$ cat src/rtl/rst_cause_pkg.sv
package rst_cause_pkg;
  localparam int unsigned WORD_W = 32;

  // flag bit positions; software decodes these, so they are fixed
  localparam int unsigned POR_BIT     = 31;
  localparam int unsigned SW_POR_BIT  = 30;
  localparam int unsigned SW_XIR_BIT  = 29;
  localparam int unsigned BTN_POR_BIT = 28;
  localparam int unsigned BTN_XIR_BIT = 27;
  localparam int unsigned FLAG_LO     = 27;
  localparam int unsigned FLAG_W      = WORD_W - FLAG_LO;

  // masks over the 5-bit flag field (bit 0 of the field is word bit 27)
  localparam logic [FLAG_W-1:0] CLR_ON_ONE = 5'b10011;
  localparam logic [FLAG_W-1:0] SET_ON_ONE = 5'b01100;
  localparam logic [FLAG_W-1:0] POR_ONLY   = 5'b10000;
endpackage

$ cat src/rtl/rst_cause_decode.sv
module rst_cause_decode #(
  parameter int unsigned ADDR_W    = 16,
  parameter logic [15:0] BASE_ADDR = 16'hF020
) (
  input  logic [ADDR_W-1:0] addr_i,
  output logic              hit_o
);
  localparam int unsigned TAG_W = ADDR_W - 3;
  localparam logic [TAG_W-1:0] BASE_TAG = TAG_W'(BASE_ADDR >> 3);

  logic unused_addr;
  assign unused_addr = ^addr_i[1:0];

  // only the upper word of the 8-byte window holds the register
  assign hit_o = (addr_i[ADDR_W-1:3] == BASE_TAG) && addr_i[2];
endmodule

$ cat src/rtl/rst_cause_tracker.sv
module rst_cause_tracker #(
  parameter int unsigned CNT_W = 4
) (
  input  logic clk,
  input  logic rst_i,
  input  logic clr_i,
  output logic evt_o,
  output logic first_o
);
  localparam logic [CNT_W-1:0] CNT_MAX = {CNT_W{1'b1}};

  logic             rst_q = 1'b0;
  logic [CNT_W-1:0] cnt_q = '0;

  assign evt_o   = rst_i && !rst_q;
  assign first_o = evt_o && (cnt_q == '0);

  always_ff @(posedge clk) begin
    rst_q <= rst_i;
    if (evt_o) begin
      if (cnt_q != CNT_MAX) cnt_q <= cnt_q + 1'b1;
    end else if (clr_i) begin
      cnt_q <= '0;
    end
  end


  clr_zero_chk: assert property (@(posedge clk) disable iff (rst_i)
    clr_i |=> (cnt_q == '0));


  evt_single_chk: assert property (@(posedge clk) disable iff (!rst_i)
    $past(rst_i) |-> !evt_o);
endmodule

$ cat src/rtl/rst_cause_status.sv
module rst_cause_status
  import rst_cause_pkg::*;
(
  input  logic              clk,
  input  logic              rst_i,
  input  logic              evt_i,
  input  logic              first_i,
  input  logic              wr_i,
  input  logic [FLAG_W-1:0] wflags_i,
  input  logic              btn_por_i,
  input  logic              btn_xir_i,
  output logic [FLAG_W-1:0] flags_o,
  output logic              req_o,
  output logic              clr_cnt_o
);
  localparam int unsigned I_SWP = SW_POR_BIT - FLAG_LO;
  localparam int unsigned I_SWX = SW_XIR_BIT - FLAG_LO;
  localparam int unsigned I_BTP = BTN_POR_BIT - FLAG_LO;
  localparam int unsigned I_BTX = BTN_XIR_BIT - FLAG_LO;
  localparam int unsigned I_POR = POR_BIT - FLAG_LO;

  logic [FLAG_W-1:0] flags_q = '0;
  logic              req_q   = 1'b0;
  logic [FLAG_W-1:0] wval;
  logic [FLAG_W-1:0] btn_set;
  logic [FLAG_W-1:0] flags_nx;
  logic              sw_req;

  assign wval = wr_i ? wflags_i : '0;

  always_comb begin
    btn_set        = '0;
    btn_set[I_BTP] = btn_por_i;
    btn_set[I_BTX] = btn_xir_i;
  end

  // clear first, then set; button set wins over a clear
  assign flags_nx  = (flags_q & ~(wval & CLR_ON_ONE)) | (wval & SET_ON_ONE) | btn_set;
  assign sw_req    = wval[I_SWP] || wval[I_SWX];
  assign clr_cnt_o = wval[I_SWP] && !rst_i;

  always_ff @(posedge clk) begin
    if (rst_i) begin
      req_q <= 1'b0;
      if (first_i) flags_q <= POR_ONLY;
    end else begin
      flags_q <= flags_nx;
      req_q   <= sw_req || btn_por_i || btn_xir_i;
    end
  end

  assign flags_o = flags_q;
  assign req_o   = req_q;


  w1c_por_chk: assert property (@(posedge clk) disable iff (rst_i)
    (wr_i && wflags_i[I_POR]) |=> !flags_q[I_POR]);


  sw_por_keep_chk: assert property (@(posedge clk) disable iff (rst_i)
    flags_q[I_SWP] |=> flags_q[I_SWP]);


  btn_por_set_chk: assert property (@(posedge clk) disable iff (rst_i)
    btn_por_i |=> flags_q[I_BTP]);


  btn_xir_set_chk: assert property (@(posedge clk) disable iff (rst_i)
    btn_xir_i |=> flags_q[I_BTX]);
endmodule

$ cat src/rtl/rst_cause_reg.sv
module rst_cause_reg
  import rst_cause_pkg::*;
#(
  parameter int unsigned ADDR_W    = 16,
  parameter logic [15:0] BASE_ADDR = 16'hF020,
  parameter int unsigned CNT_W     = 4
) (
  input  logic              clk,
  input  logic              rst_i,
  input  logic              wr_en_i,
  input  logic              rd_en_i,
  input  logic [ADDR_W-1:0] addr_i,
  input  logic [31:0]       wdata_i,
  output logic [31:0]       rdata_o,
  input  logic              btn_por_i,
  input  logic              btn_xir_i,
  output logic              sys_rst_req_o
);
  logic              hit;
  logic              evt;
  logic              first;
  logic              clr_cnt;
  logic [FLAG_W-1:0] flags;
  logic [31:0]       rdata_q = '0;
  logic              unused_wdata;

  assign unused_wdata = ^wdata_i[FLAG_LO-1:0];

  rst_cause_decode #(.ADDR_W(ADDR_W), .BASE_ADDR(BASE_ADDR)) u_dec (
    .addr_i (addr_i),
    .hit_o  (hit)
  );

  rst_cause_tracker #(.CNT_W(CNT_W)) u_trk (
    .clk     (clk),
    .rst_i   (rst_i),
    .clr_i   (clr_cnt),
    .evt_o   (evt),
    .first_o (first)
  );

  rst_cause_status u_stat (
    .clk       (clk),
    .rst_i     (rst_i),
    .evt_i     (evt),
    .first_i   (first),
    .wr_i      (wr_en_i && hit),
    .wflags_i  (wdata_i[WORD_W-1:FLAG_LO]),
    .btn_por_i (btn_por_i),
    .btn_xir_i (btn_xir_i),
    .flags_o   (flags),
    .req_o     (sys_rst_req_o),
    .clr_cnt_o (clr_cnt)
  );

  // registered read, zero when idle or missed
  always_ff @(posedge clk) begin
    if (rst_i || !(rd_en_i && hit)) rdata_q <= '0;
    else                            rdata_q <= {flags, {FLAG_LO{1'b0}}};
  end

  assign rdata_o = rdata_q;


  low_bits_zero_chk: assert property (@(posedge clk) disable iff (rst_i)
    rdata_o[FLAG_LO-1:0] == '0);


  rd_idle_zero_chk: assert property (@(posedge clk) disable iff (rst_i)
    !$past(rd_en_i) |-> (rdata_o == '0));


  req_cause_chk: assert property (@(posedge clk) disable iff (rst_i)
    sys_rst_req_o |-> $past((wr_en_i && (wdata_i[30] || wdata_i[29])) || btn_por_i || btn_xir_i));
endmodule

$ cat config.mk
export PLATFORM = sky130hd
export DESIGN_NAME = rst_cause_reg
export DESIGN_NICKNAME = d
export VERILOG_FILES = /design/src/rtl/rst_cause_pkg.sv /design/src/rtl/rst_cause_decode.sv /design/src/rtl/rst_cause_tracker.sv /design/src/rtl/rst_cause_status.sv /design/src/rtl/rst_cause_reg.sv
export SDC_FILE = /design/constraint.sdc
export NUM_CORES = 1
export LEC_CHECK = 0
export BUFFER_PORTS_ARGS = -buffer_cell sky130_fd_sc_hd__buf_2
export CELL_PAD_IN_SITES_DETAIL_PLACEMENT = 0
export CELL_PAD_IN_SITES_GLOBAL_PLACEMENT = 1
export CORE_MARGIN = 2
export CORE_UTILIZATION = 26
export CTS_CLUSTER_SIZE = 25
export DETAILED_ROUTE_END_ITERATION = 8
export PLACE_DENSITY = 0.86
export SYNTH_ARGS = -nofsm -noshare
export SYNTH_HDL_FRONTEND = slang
export SYNTH_SLANG_ARGS = --single-unit
export TNS_END_PERCENT = 50
$ cat constraint.sdc
create_clock -name clk -period 4.3 [get_ports clk]
set_input_delay 0.215 -clock clk [delete_from_list [all_inputs] [get_ports clk]]
set_output_delay 0.215 -clock clk [all_outputs]
set_load 0.02 [all_outputs]
==> flow_metrics.env, run 1 <==
export IMPL_crit_arrival_ns=1.96
export IMPL_drive_above_1_share=0.3095
export IMPL_crit_path_start_kind="input port"
export IMPL_ir_drop_mv=0.08482
export IMPL_crit_path_end_kind="flop"
export IMPL_crit_fanout=7
export IMPL_ant_nets=0
export IMPL_holdCritStartpoint="rst_i"
export IMPL_drtIter0Drc=33
export IMPL_cts_root_buf="clkbuf_4"
export IMPL_viasPerCell=3.866
export IMPL_fin_tns_setup_ns=0
export IMPL_drc=0
export IMPL_final_hold_viol_count=0
export IMPL_crit_type="in -> reg"
export IMPL_met1_usage=0.08874
export IMPL_fin_skew_ns=0.006607
export IMPL_die_h_microns=64.28
export IMPL_synth_cells=95
export IMPL_regToRegEndpoint="u_stat.flags_o[3]"
export IMPL_place_congestion=0.6985
export IMPL_area_growth_syn_to_layout_pct=13.11
export IMPL_worst_hold_slack_ns=0.1864
export IMPL_insertedDiodeCount=0
export IMPL_avgRoutedWirePerCell_microns=9.250
export IMPL_worst_pin_slew_ns=1.028
export IMPL_cp_required_ns=4.23
export IMPL_cts_buffers=3
export IMPL_ys_seq_area_frac=0.4344
export IMPL_synth_top_area_cell="edfxtp_1"
export IMPL_tritoncts="built"
export IMPL_cts_buffer_depth=2
export IMPL_core_area_sq_mm=0.003416
export IMPL_rr_worst_depth=4
export IMPL_antenna_found_initial=0
export IMPL_rsz0062_at_grt="no"
export IMPL_grt_use_total=0.07275
export IMPL_grt_pass1_wl_mm=2.290
export IMPL_multi_input_area_sq_um=384.1
export IMPL_regArea_sq_um=410.4
export IMPL_fmax_ghz=0.4913
export IMPL_fp_row_count=21
export IMPL_num_nets_final=183
export IMPL_status="completed"
export IMPL_first_global_vias=515
export IMPL_first_pass_iters=4
export IMPL_ctsHoldBuffers=0
export IMPL_period_minus_slack_ns=2.036
export IMPL_grtUsageMet3=0.02113
export IMPL_synth_avg_cell_area_sq_um=9.944
export IMPL_cts_resized=0
export IMPL_start_util=0.2766
export IMPL_timing_rr_start="u_trk.cnt_q[0]"
export IMPL_grt_overflow_total=0
export IMPL_cts_sinks=16
export IMPL_relSlewSlack=0.3059
export IMPL_vias=665
export IMPL_yosysWarnings=0
export IMPL_synth_top_area_frac=0.2861
export IMPL_min_period_over_period=0.4734
export IMPL_power_leakage_nw=0.5063
export IMPL_final_setup_viol_count=0
export IMPL_htree_num_levels=1
export IMPL_fin_area_sq_mm=0.001069
export IMPL_io_buffers=30
export IMPL_die_width_microns=64.28
export IMPL_holdPathStages=1
export IMPL_top_usage_layer="met2"
export IMPL_r2r_slack_ns=2.41
export IMPL_fillCellCount=366
export IMPL_worstSkewPairLatency_ns=0.29
export IMPL_dpl_cell_area_sq_mm=0.001032
export IMPL_grt_max_degree=15
export IMPL_clkTransAtPathRegs_ns=0.08
export IMPL_synth_distinct_cells=28
export IMPL_layout_commonest_cell="buf_2"
export IMPL_syn_area_sq_um=944.7
export IMPL_final_cell_mix="buf_2, conb_1, nor2_1, edfxtp_1, inv_1"
export IMPL_drt_wl_total_mm=1.591
export IMPL_worstHoldEndpoint="u_trk.rst_q"
export IMPL_maxSlewViolCount=0
export IMPL_maxCapViolations=0
export IMPL_synth_seq_cells=16
export IMPL_ios=87
export IMPL_cts_setup_buffers=0
export IMPL_dieArea_sq_mm=0.004131
export IMPL_use_met2=0.1185
export IMPL_dpl_hpwl_mm=1.344
export IMPL_synthTopCellsByArea="edfxtp_1, buf_4, dfxtp_1"
export IMPL_powerDensity_mw_per_mm2=299.2
export IMPL_hp_class="in -> reg"
[cell type report]
cell class,instances,share of cell area
well taps,46,0.05386
flip-flops and latches,16,0.3841
multi-input cells,68,0.3595
inverters,8,0.02810
repair buffers,30,0.1405
clock buffers,4,0.03396
[how the worst max path moves through the flow]
| stage | start | slack [ns] | end | depth (start not counted) |
|---|---|---|---|---|
| finish | addr_i[7] | 2.26 | u_trk.cnt_q[0] | 4 |
| global route | addr_i[7] | 2.17 | u_trk.cnt_q[0] | 4 |
| CTS | addr_i[7] | 2.22 | u_trk.cnt_q[0] | 4 |
| detailed placement | addr_i[7] | 1.92 | u_trk.cnt_q[0] | 4 |
| global placement | addr_i[7] | 1.96 | u_trk.cnt_q[1] | 4 |
| floorplan | addr_i[7] | 2.17 | u_trk.cnt_q[0] | 4 |
[registers in the layout (all words and copies together) (netlist names)]
name	count
u_trk.cnt_q	4
u_trk.rst_q	1
rdata_o	5
u_stat.req_o	1
u_stat.flags_o	5
[Yosys cell counts, drive strengths merged]
cell type and n:
clkbuf 1, and2 5, o41ai 1, o22ai 2, or3b 1, a211oi 1, ha 2, nand2 1
nand3 1, or4b 3, xor2 1, a31oi 1, buf 28, dfxtp 7, conb 1, o31a 2
edfxtp 9, nor4 2, o22a 1, nor2 9, or4 1, o21ai 1, nand2b 4, xnor2 1
inv 8, nand4 1
[power breakdown]
group | total, mW | switching [mW] | internal [mW]
Clock | 0.0983 | 0.0467 | 0.0516
Sequential | 0.171 | 0.00297 | 0.168
Combinational | 0.0509 | 0.0355 | 0.0154
[cells by family after synthesis]
group / Yosys count / synth area share
other: 1 / 0.003970
flip-flops: 16 / 0.4344
adder cells (fa/ha/maj): 2 / 0.02649
AND/OR/NAND/NOR: 28 / 0.1775
buffers and inverters: 37 / 0.2622
XOR/XNOR: 2 / 0.01855
AO/OA/AOI/OAI: 9 / 0.07682
[worst max-delay path: stages]
cell     delay [ns]
buf_2          0.09
or4b_1         0.55
or4_4          0.59
o21ai_0        0.51
[metrics by stage]
step	std cells	worst slack (ns)	power [mW]	util
floorplan	121	2.167	0.2275	-
finish	172	2.265	0.3198	0.3128
detailed placement	168	1.918	0.2248	0.3022
CTS	172	2.221	0.3185	0.3128
global placement	168	1.960	0.2241	0.3022
global route	172	2.167	0.3333	0.3128
[routing by layer]
metal	wire length (microns)	vias up
met5	0	-
met4	25	0
met2	716	43
met3	179	4
met1	670	290
li1	-	328
Note: power is estimated with default switching activity, not from simulation.
==> run 2: changes to the inputs <==
--- a/config.mk
+++ b/config.mk
@@ -5,14 +5,15 @@
 export SDC_FILE = /design/constraint.sdc
 export NUM_CORES = 1
 export LEC_CHECK = 0
+export ABC_AREA = 1
 export BUFFER_PORTS_ARGS = -buffer_cell sky130_fd_sc_hd__buf_2
 export CELL_PAD_IN_SITES_DETAIL_PLACEMENT = 0
 export CELL_PAD_IN_SITES_GLOBAL_PLACEMENT = 1
 export CORE_MARGIN = 2
-export CORE_UTILIZATION = 26
+export CORE_UTILIZATION = 24
 export CTS_CLUSTER_SIZE = 25
 export DETAILED_ROUTE_END_ITERATION = 8
-export PLACE_DENSITY = 0.86
+export PLACE_DENSITY = 0.83
 export SYNTH_ARGS = -nofsm -noshare
 export SYNTH_HDL_FRONTEND = slang
 export SYNTH_SLANG_ARGS = --single-unit
==> constraint.sdc (replaced) <==
create_clock -name clk -period 1.9 [get_ports clk]
set_input_delay 0.095 -clock clk [delete_from_list [all_inputs] [get_ports clk]]
set_output_delay 0.095 -clock clk [all_outputs]
set_load 0.02 [all_outputs]
==> run 2 against run 1 <==
Net effect: clock-buffer cell count is the same; worst hold slack lost 0.16 ns; final cell count grew 13%; clock power grew to 3.2 times the previous value; register-to-register slack lost 1.9 ns; non-clock buffer count grew 1; highest routed layer unchanged; largest cell class unchanged; design area grew 3.7%.
==> flow_metrics.env, run 2 <==
export IMPL_ctsHoldBuffers=0
export IMPL_switching_power_mw=0.2136
export IMPL_final_cell_mix="buf_2, conb_1, inv_1"
export IMPL_dpl_cell_area_sq_mm=0.001054
export IMPL_synth_xor_area_share=0
export IMPL_first_global_vias=641
export IMPL_cts_resized=0
export IMPL_clkTransAtPathRegs_ns=0.06
export IMPL_cts_buffers=3
export IMPL_core_area_sq_mm=0.003716
export IMPL_drt_wl_total_mm=1.559
export IMPL_maxSlewViolCount=0
export IMPL_insertedDiodeCount=0
export IMPL_grt_pass1_wl_mm=2.532
export IMPL_synth_compound_area_frac=0.05319
export IMPL_ios=87
export IMPL_maxCapViolations=0
export IMPL_synth_distinct_cells=18
export IMPL_cts_setup_buffers=0
export IMPL_final_hold_viol_count=0
export IMPL_fp_row_count=22
export IMPL_yosys_area_share_simple=0.1888
export IMPL_antenna_found_initial=0
export IMPL_rsz0062_at_grt="no"
export IMPL_drive_above_1_share=0.2789
export IMPL_combPwrFrac=0.141
export IMPL_total_power_mw=0.8086
export IMPL_die_width_microns=66.62
export IMPL_period_minus_slack_ns=1.424
export IMPL_netSwitchingFraction=0.2642
export IMPL_p_int_mw=0.5950
export IMPL_synthTopCellsByArea="edfxtp_1, buf_4, dfxtp_1"
export IMPL_cp_top_family="flip-flops"
export IMPL_synth_most_common_cell="buf_4"
export IMPL_htree_num_levels=1
export IMPL_crit_fanout=4
export IMPL_crit_path_start_kind="flop"
export IMPL_fin_tns_setup_ns=0
export IMPL_crit_arrival_ns=1.35
export IMPL_fin_util=0.2983
export IMPL_synth_cells=113
export IMPL_pwr_share_seq=0.475
export IMPL_syn_area_sq_um=940.9
export IMPL_synth_edf_count=9
export IMPL_synth_seq_cells=16
export IMPL_crit_type="reg -> reg"
export IMPL_fillCellCount=416
export IMPL_final_setup_viol_count=0
export IMPL_viasPerCell=3.544
export IMPL_grt_max_degree=10
export IMPL_min_period_over_period=0.7495
export IMPL_grt_overflow_total=0
export IMPL_crit_path_end_kind="flop"
export IMPL_synth_top_area_cell="edfxtp_1"
export IMPL_vias=691
export IMPL_grt_use_total=0.07714
export IMPL_synthFlopType="edfxtp_1"
export IMPL_synthMuxAreaShare=0
export IMPL_worstSkewPairLatency_ns=0.26
export IMPL_fin_area_sq_mm=0.001109
export IMPL_drc=0
export IMPL_ant_nets=0
export IMPL_dieArea_sq_mm=0.004438
export IMPL_synth_adder_area_share=0.02660
export IMPL_io_buffers=30
export IMPL_critPathBufInv=1
export IMPL_crit_path_top_delay_cell="edfxtp_1"
export IMPL_hp_class="in -> reg"
export IMPL_dpl_hpwl_mm=1.284
export IMPL_place_congestion=0.7847
export IMPL_power_leakage_nw=0.5803
export IMPL_num_nets_final=204
export IMPL_cts_root_buf="clkbuf_8"
export IMPL_multi_input_area_sq_um=354.1
export IMPL_tritoncts="built"
export IMPL_yosysWarnings=0
export IMPL_layout_commonest_cell="buf_2"
export IMPL_first_pass_iters=2
export IMPL_powerDensity_mw_per_mm2=729.4
export IMPL_synth_top_area_frac=0.2872
export IMPL_pwr_share_clk=0.384
export IMPL_status="completed"
export IMPL_slowest_delay_ns=0.43
export IMPL_area_growth_syn_to_layout_pct=17.82
export IMPL_ys_seq_area_frac=0.4362
export IMPL_fmax_ghz=0.7023
export IMPL_cts_buffer_depth=2
export IMPL_critical_path_cell_chain="ha_1 -> inv_1 -> nor3_1 -> o21ai_1"
export IMPL_ir_drop_mv=0.2251
export IMPL_synth_top_family_by_area="buffers and inverters"
export IMPL_worst_hold_slack_ns=0.03074
export IMPL_synth_commonest_cells="buf_4, inv_1, nor2_1"
export IMPL_start_util=0.2532
export IMPL_cp_required_ns=1.82
export IMPL_regArea_sq_um=410.4
export IMPL_synth_avg_cell_area_sq_um=8.327
export IMPL_fin_skew_ns=0.001281
export IMPL_die_h_microns=66.62
export IMPL_async_flop_share=0
export IMPL_avgRoutedWirePerCell_microns=7.995
export IMPL_cts_sinks=16
export IMPL_drtIter0Drc=24
-- run 2: layout make-up --
cell class                      instances  area share
Inverter                               19     0.06433
Sequential cell                        16      0.3702
Timing Repair Buffer                   31      0.1422
Clock buffer                            4     0.04966
Tap cell                               48     0.05418
Multi-Input combinational cell         77      0.3194
-- run 2: through the flow --
step / cells / setup slack (ns)
4_1_cts: 195 / 0.4519
6_report: 195 / 0.4760
3_5_place_dp: 191 / 0.4616
2_1_floorplan: 139 / 0.4333
3_3_place_gp: 191 / 0.4430
5_1_grt: 195 / 0.3343
-- run 2: worst paths after layout --
kind | startpoint | endpoint | slack [ns] | cells past startpoint
hold / removal | rst_i | u_trk.rst_q | 0.03 | 1
setup reg to reg | u_trk.cnt_q[0] | u_trk.cnt_q[3] | 0.48 | 4
setup / recovery | u_trk.cnt_q[0] | u_trk.cnt_q[3] | 0.48 | 4
hold reg to reg | u_stat.flags_o[3] | rdata_o[30] | 0.49 | 2
-- run 2: metal layers --
metal	routed length (microns)	track usage	vias to the layer above
met5	0	0	-
met4	34	0.03827	0
met3	136	0.03885	5
met2	795	0.1375	27
met1	593	0.07216	293
li1	-	-	366
-- run 2: power by group through the flow --
stage / Clock (mW) / Combinational, mW / Sequential [mW]
final: 0.310 / 0.114 / 0.384
after global routing: 0.334 / 0.128 / 0.385
after CTS: 0.319 / 0.114 / 0.384
after detailed placement: 0 / 0.114 / 0.392
after global placement: 0 / 0.113 / 0.392
after floorplan: 0 / 0.117 / 0.393
-- run 2: cell families after synthesis --
kind of cell | count (synthesis)
buffers and inverters | 46
AND/OR/NAND/NOR | 38
other | 1
AO/OA/AOI/OAI | 10
flip-flops | 16
adder cells (fa/ha/maj) | 2
==> run 3: changes to the inputs <==
--- a/config.mk
+++ b/config.mk
@@ -10,10 +10,10 @@
 export CELL_PAD_IN_SITES_DETAIL_PLACEMENT = 0
 export CELL_PAD_IN_SITES_GLOBAL_PLACEMENT = 1
 export CORE_MARGIN = 2
-export CORE_UTILIZATION = 24
+export CORE_UTILIZATION = 21
 export CTS_CLUSTER_SIZE = 25
 export DETAILED_ROUTE_END_ITERATION = 8
-export PLACE_DENSITY = 0.83
+export PLACE_DENSITY = 0.77
 export SYNTH_ARGS = -nofsm -noshare
 export SYNTH_HDL_FRONTEND = slang
 export SYNTH_SLANG_ARGS = --single-unit
==> constraint.sdc (replaced) <==
create_clock -name clk -period 1.2 [get_ports clk]
set_input_delay 0.06 -clock clk [delete_from_list [all_inputs] [get_ports clk]]
set_output_delay 0.06 -clock clk [all_outputs]
set_load 0.02 [all_outputs]
==> run 3 against run 2 <==
Net effect: the flow now finishes with violations (negative setup slack); wire length up 6.7%; clock skew is 0.0052 ns higher; design area grew 9.3%; critical path type unchanged; largest cell class unchanged; largest power group unchanged.
==> flow_metrics.env, run 3 (synthesis gave the netlist of run 2 again) <==
export IMPL_holdPathStages=2
export IMPL_rsz0062_at_grt="yes"
export IMPL_maxCapViolations=0
export IMPL_worst_hold_slack_ns=0.09228
export IMPL_drt_wl_total_mm=1.664
export IMPL_cp_required_ns=1.15
export IMPL_combPwrFrac=0.169
export IMPL_fin_skew_ns=0.006436
export IMPL_cts_buffer_depth=2
export IMPL_critical_path_cell_chain="ha_2 -> inv_2 -> nor3_4 -> o21ai_4"
export IMPL_cts_root_buf="clkbuf_8"
export IMPL_htree_num_levels=1
export IMPL_finalNonFillerCells=207
export IMPL_power_leakage_nw=0.6210
export IMPL_netSwitchingFraction=0.2697
export IMPL_io_buffers=30
export IMPL_worstSkewPairLatency_ns=0.25
export IMPL_tritoncts="built"
export IMPL_place_congestion=0.7365
export IMPL_fillCellCount=475
export IMPL_insertedDiodeCount=0
export IMPL_pwr_share_clk=0.338
export IMPL_vias=741
export IMPL_fin_util=0.2801
export IMPL_slowest_delay_ns=0.42
export IMPL_dieArea_sq_mm=0.005032
export IMPL_maxSlewViolCount=0
export IMPL_ios=87
export IMPL_dpl_hpwl_mm=1.392
export IMPL_cp_top_family="flip-flops"
export IMPL_avgRoutedWirePerCell_microns=8.039
export IMPL_fp_row_count=24
export IMPL_final_setup_viol_count=9
export IMPL_drc=0
export IMPL_die_width_microns=70.94
export IMPL_pwr_share_seq=0.494
export IMPL_violations="negative setup slack"
export IMPL_crit_path_start_kind="flop"
export IMPL_critPathBufInv=1
export IMPL_fmax_ghz=0.7921
export IMPL_core_area_sq_mm=0.004324
export IMPL_die_h_microns=70.94
export IMPL_status="finished with violations"
export IMPL_antenna_found_initial=0
export IMPL_crit_fanout=4
export IMPL_num_nets_final=212
export IMPL_powerDensity_mw_per_mm2=1020
export IMPL_grt_overflow_total=0
export IMPL_hp_class="in -> reg"
export IMPL_crit_arrival_ns=1.21
export IMPL_area_growth_syn_to_layout_pct=28.72
export IMPL_cts_sinks=16
export IMPL_ir_drop_mv=0.3217
export IMPL_final_cell_mix="buf_2, conb_1, inv_1"
export IMPL_layout_commonest_cell="buf_2"
export IMPL_crit_path_top_delay_cell="edfxtp_1"
export IMPL_crit_type="reg -> reg"
export IMPL_first_pass_iters=4
export IMPL_grt_use_total=0.06746
export IMPL_cts_buffers=3
export IMPL_start_util=0.2176
export IMPL_p_int_mw=0.9020
export IMPL_grt_pass1_wl_mm=2.711
export IMPL_fin_tns_setup_ns=-0.4522
export IMPL_total_power_mw=1.235
export IMPL_ctsHoldBuffers=0
export IMPL_rr_worst_depth=4
export IMPL_first_global_vias=699
export IMPL_switching_power_mw=0.3331
export IMPL_viasPerCell=3.580
export IMPL_path_depth=4
export IMPL_grt_max_degree=10
export IMPL_ant_nets=0
export IMPL_crit_path_end_kind="flop"
export IMPL_fin_ws_ns=-0.06242
export IMPL_clkTransAtPathRegs_ns=0.06
export IMPL_period_minus_slack_ns=1.262
export IMPL_min_period_over_period=1.052
export IMPL_drive_above_1_share=0.3613
export IMPL_dp_cells=201
export IMPL_drtIter0Drc=55
export IMPL_final_hold_viol_count=0
run 3: cell types whose count changed in the layout (fill, tap and decap cells not counted), sizes merged:
cell and change:
buf +8
run 3: worst paths after layout:
kind                           from              to  slack, ns
setup / recovery     u_trk.cnt_q[1]  u_trk.cnt_q[3]      -0.06
hold reg to reg   u_stat.flags_o[2]     rdata_o[29]       0.48
setup reg to reg     u_trk.cnt_q[1]  u_trk.cnt_q[3]      -0.06
hold / removal                rst_i     u_trk.rst_q       0.09
run 3: per-layer routing:
metal | vias up | GRT usage | share of wire
met4 | 0 | 0.04403 | 0.013
li1 | 382 | - | -
met5 | - | 0 | 0
met2 | 26 | 0.1246 | 0.52
met3 | 3 | 0.01709 | 0.091
met1 | 330 | 0.06585 | 0.37
run 3: worst reg2reg max path: cells and delay by family (launching register included):
kind	cells	cell delay, ns
buf+inv	1	0.08
flops	1	0.42
compound gates	1	0.21
simple gates	1	0.05
fa+ha+maj	1	0.21
run 3: area by class of cell:
type | count | area (sq um) | area share
Tap cell | 52 | 65.06 | 0.05372
Sequential cell | 16 | 410.4 | 0.3388
Inverter | 19 | 71.32 | 0.05888
Timing Repair Buffer | 39 | 217.7 | 0.1798
Clock buffer | 4 | 45.04 | 0.03719
Multi-Input combinational cell | 77 | 401.6 | 0.3316
run 3: timing repair:
item / in CTS / in global routing
endpoints found under the hold margin: 0 / 0
gates resized for setup: 1 / 4
setup buffers: 1 / 1
endpoints found under the setup margin: 10 / 10
pin swaps: 5 / 3
run 3: power groups by stage:
stage / logic (mW) / clock network (mW) / registers [mW]
after CTS: 0.201 / 0.423 / 0.610
after global routing: 0.230 / 0.439 / 0.613
after global placement: 0.196 / 0 / 0.622
final: 0.208 / 0.417 / 0.610
after floorplan: 0.191 / 0 / 0.623
after detailed placement: 0.197 / 0 / 0.622
run 3: stage by stage:
stage	instance area [sq um]	setup slack [ns]
2_1_floorplan	1064	-0.02057
3_3_place_gp	1129	-0.05916
3_5_place_dp	1129	-0.1016
4_1_cts	1186	-0.05780
5_1_grt	1211	-0.1038
6_report	1211	-0.06242
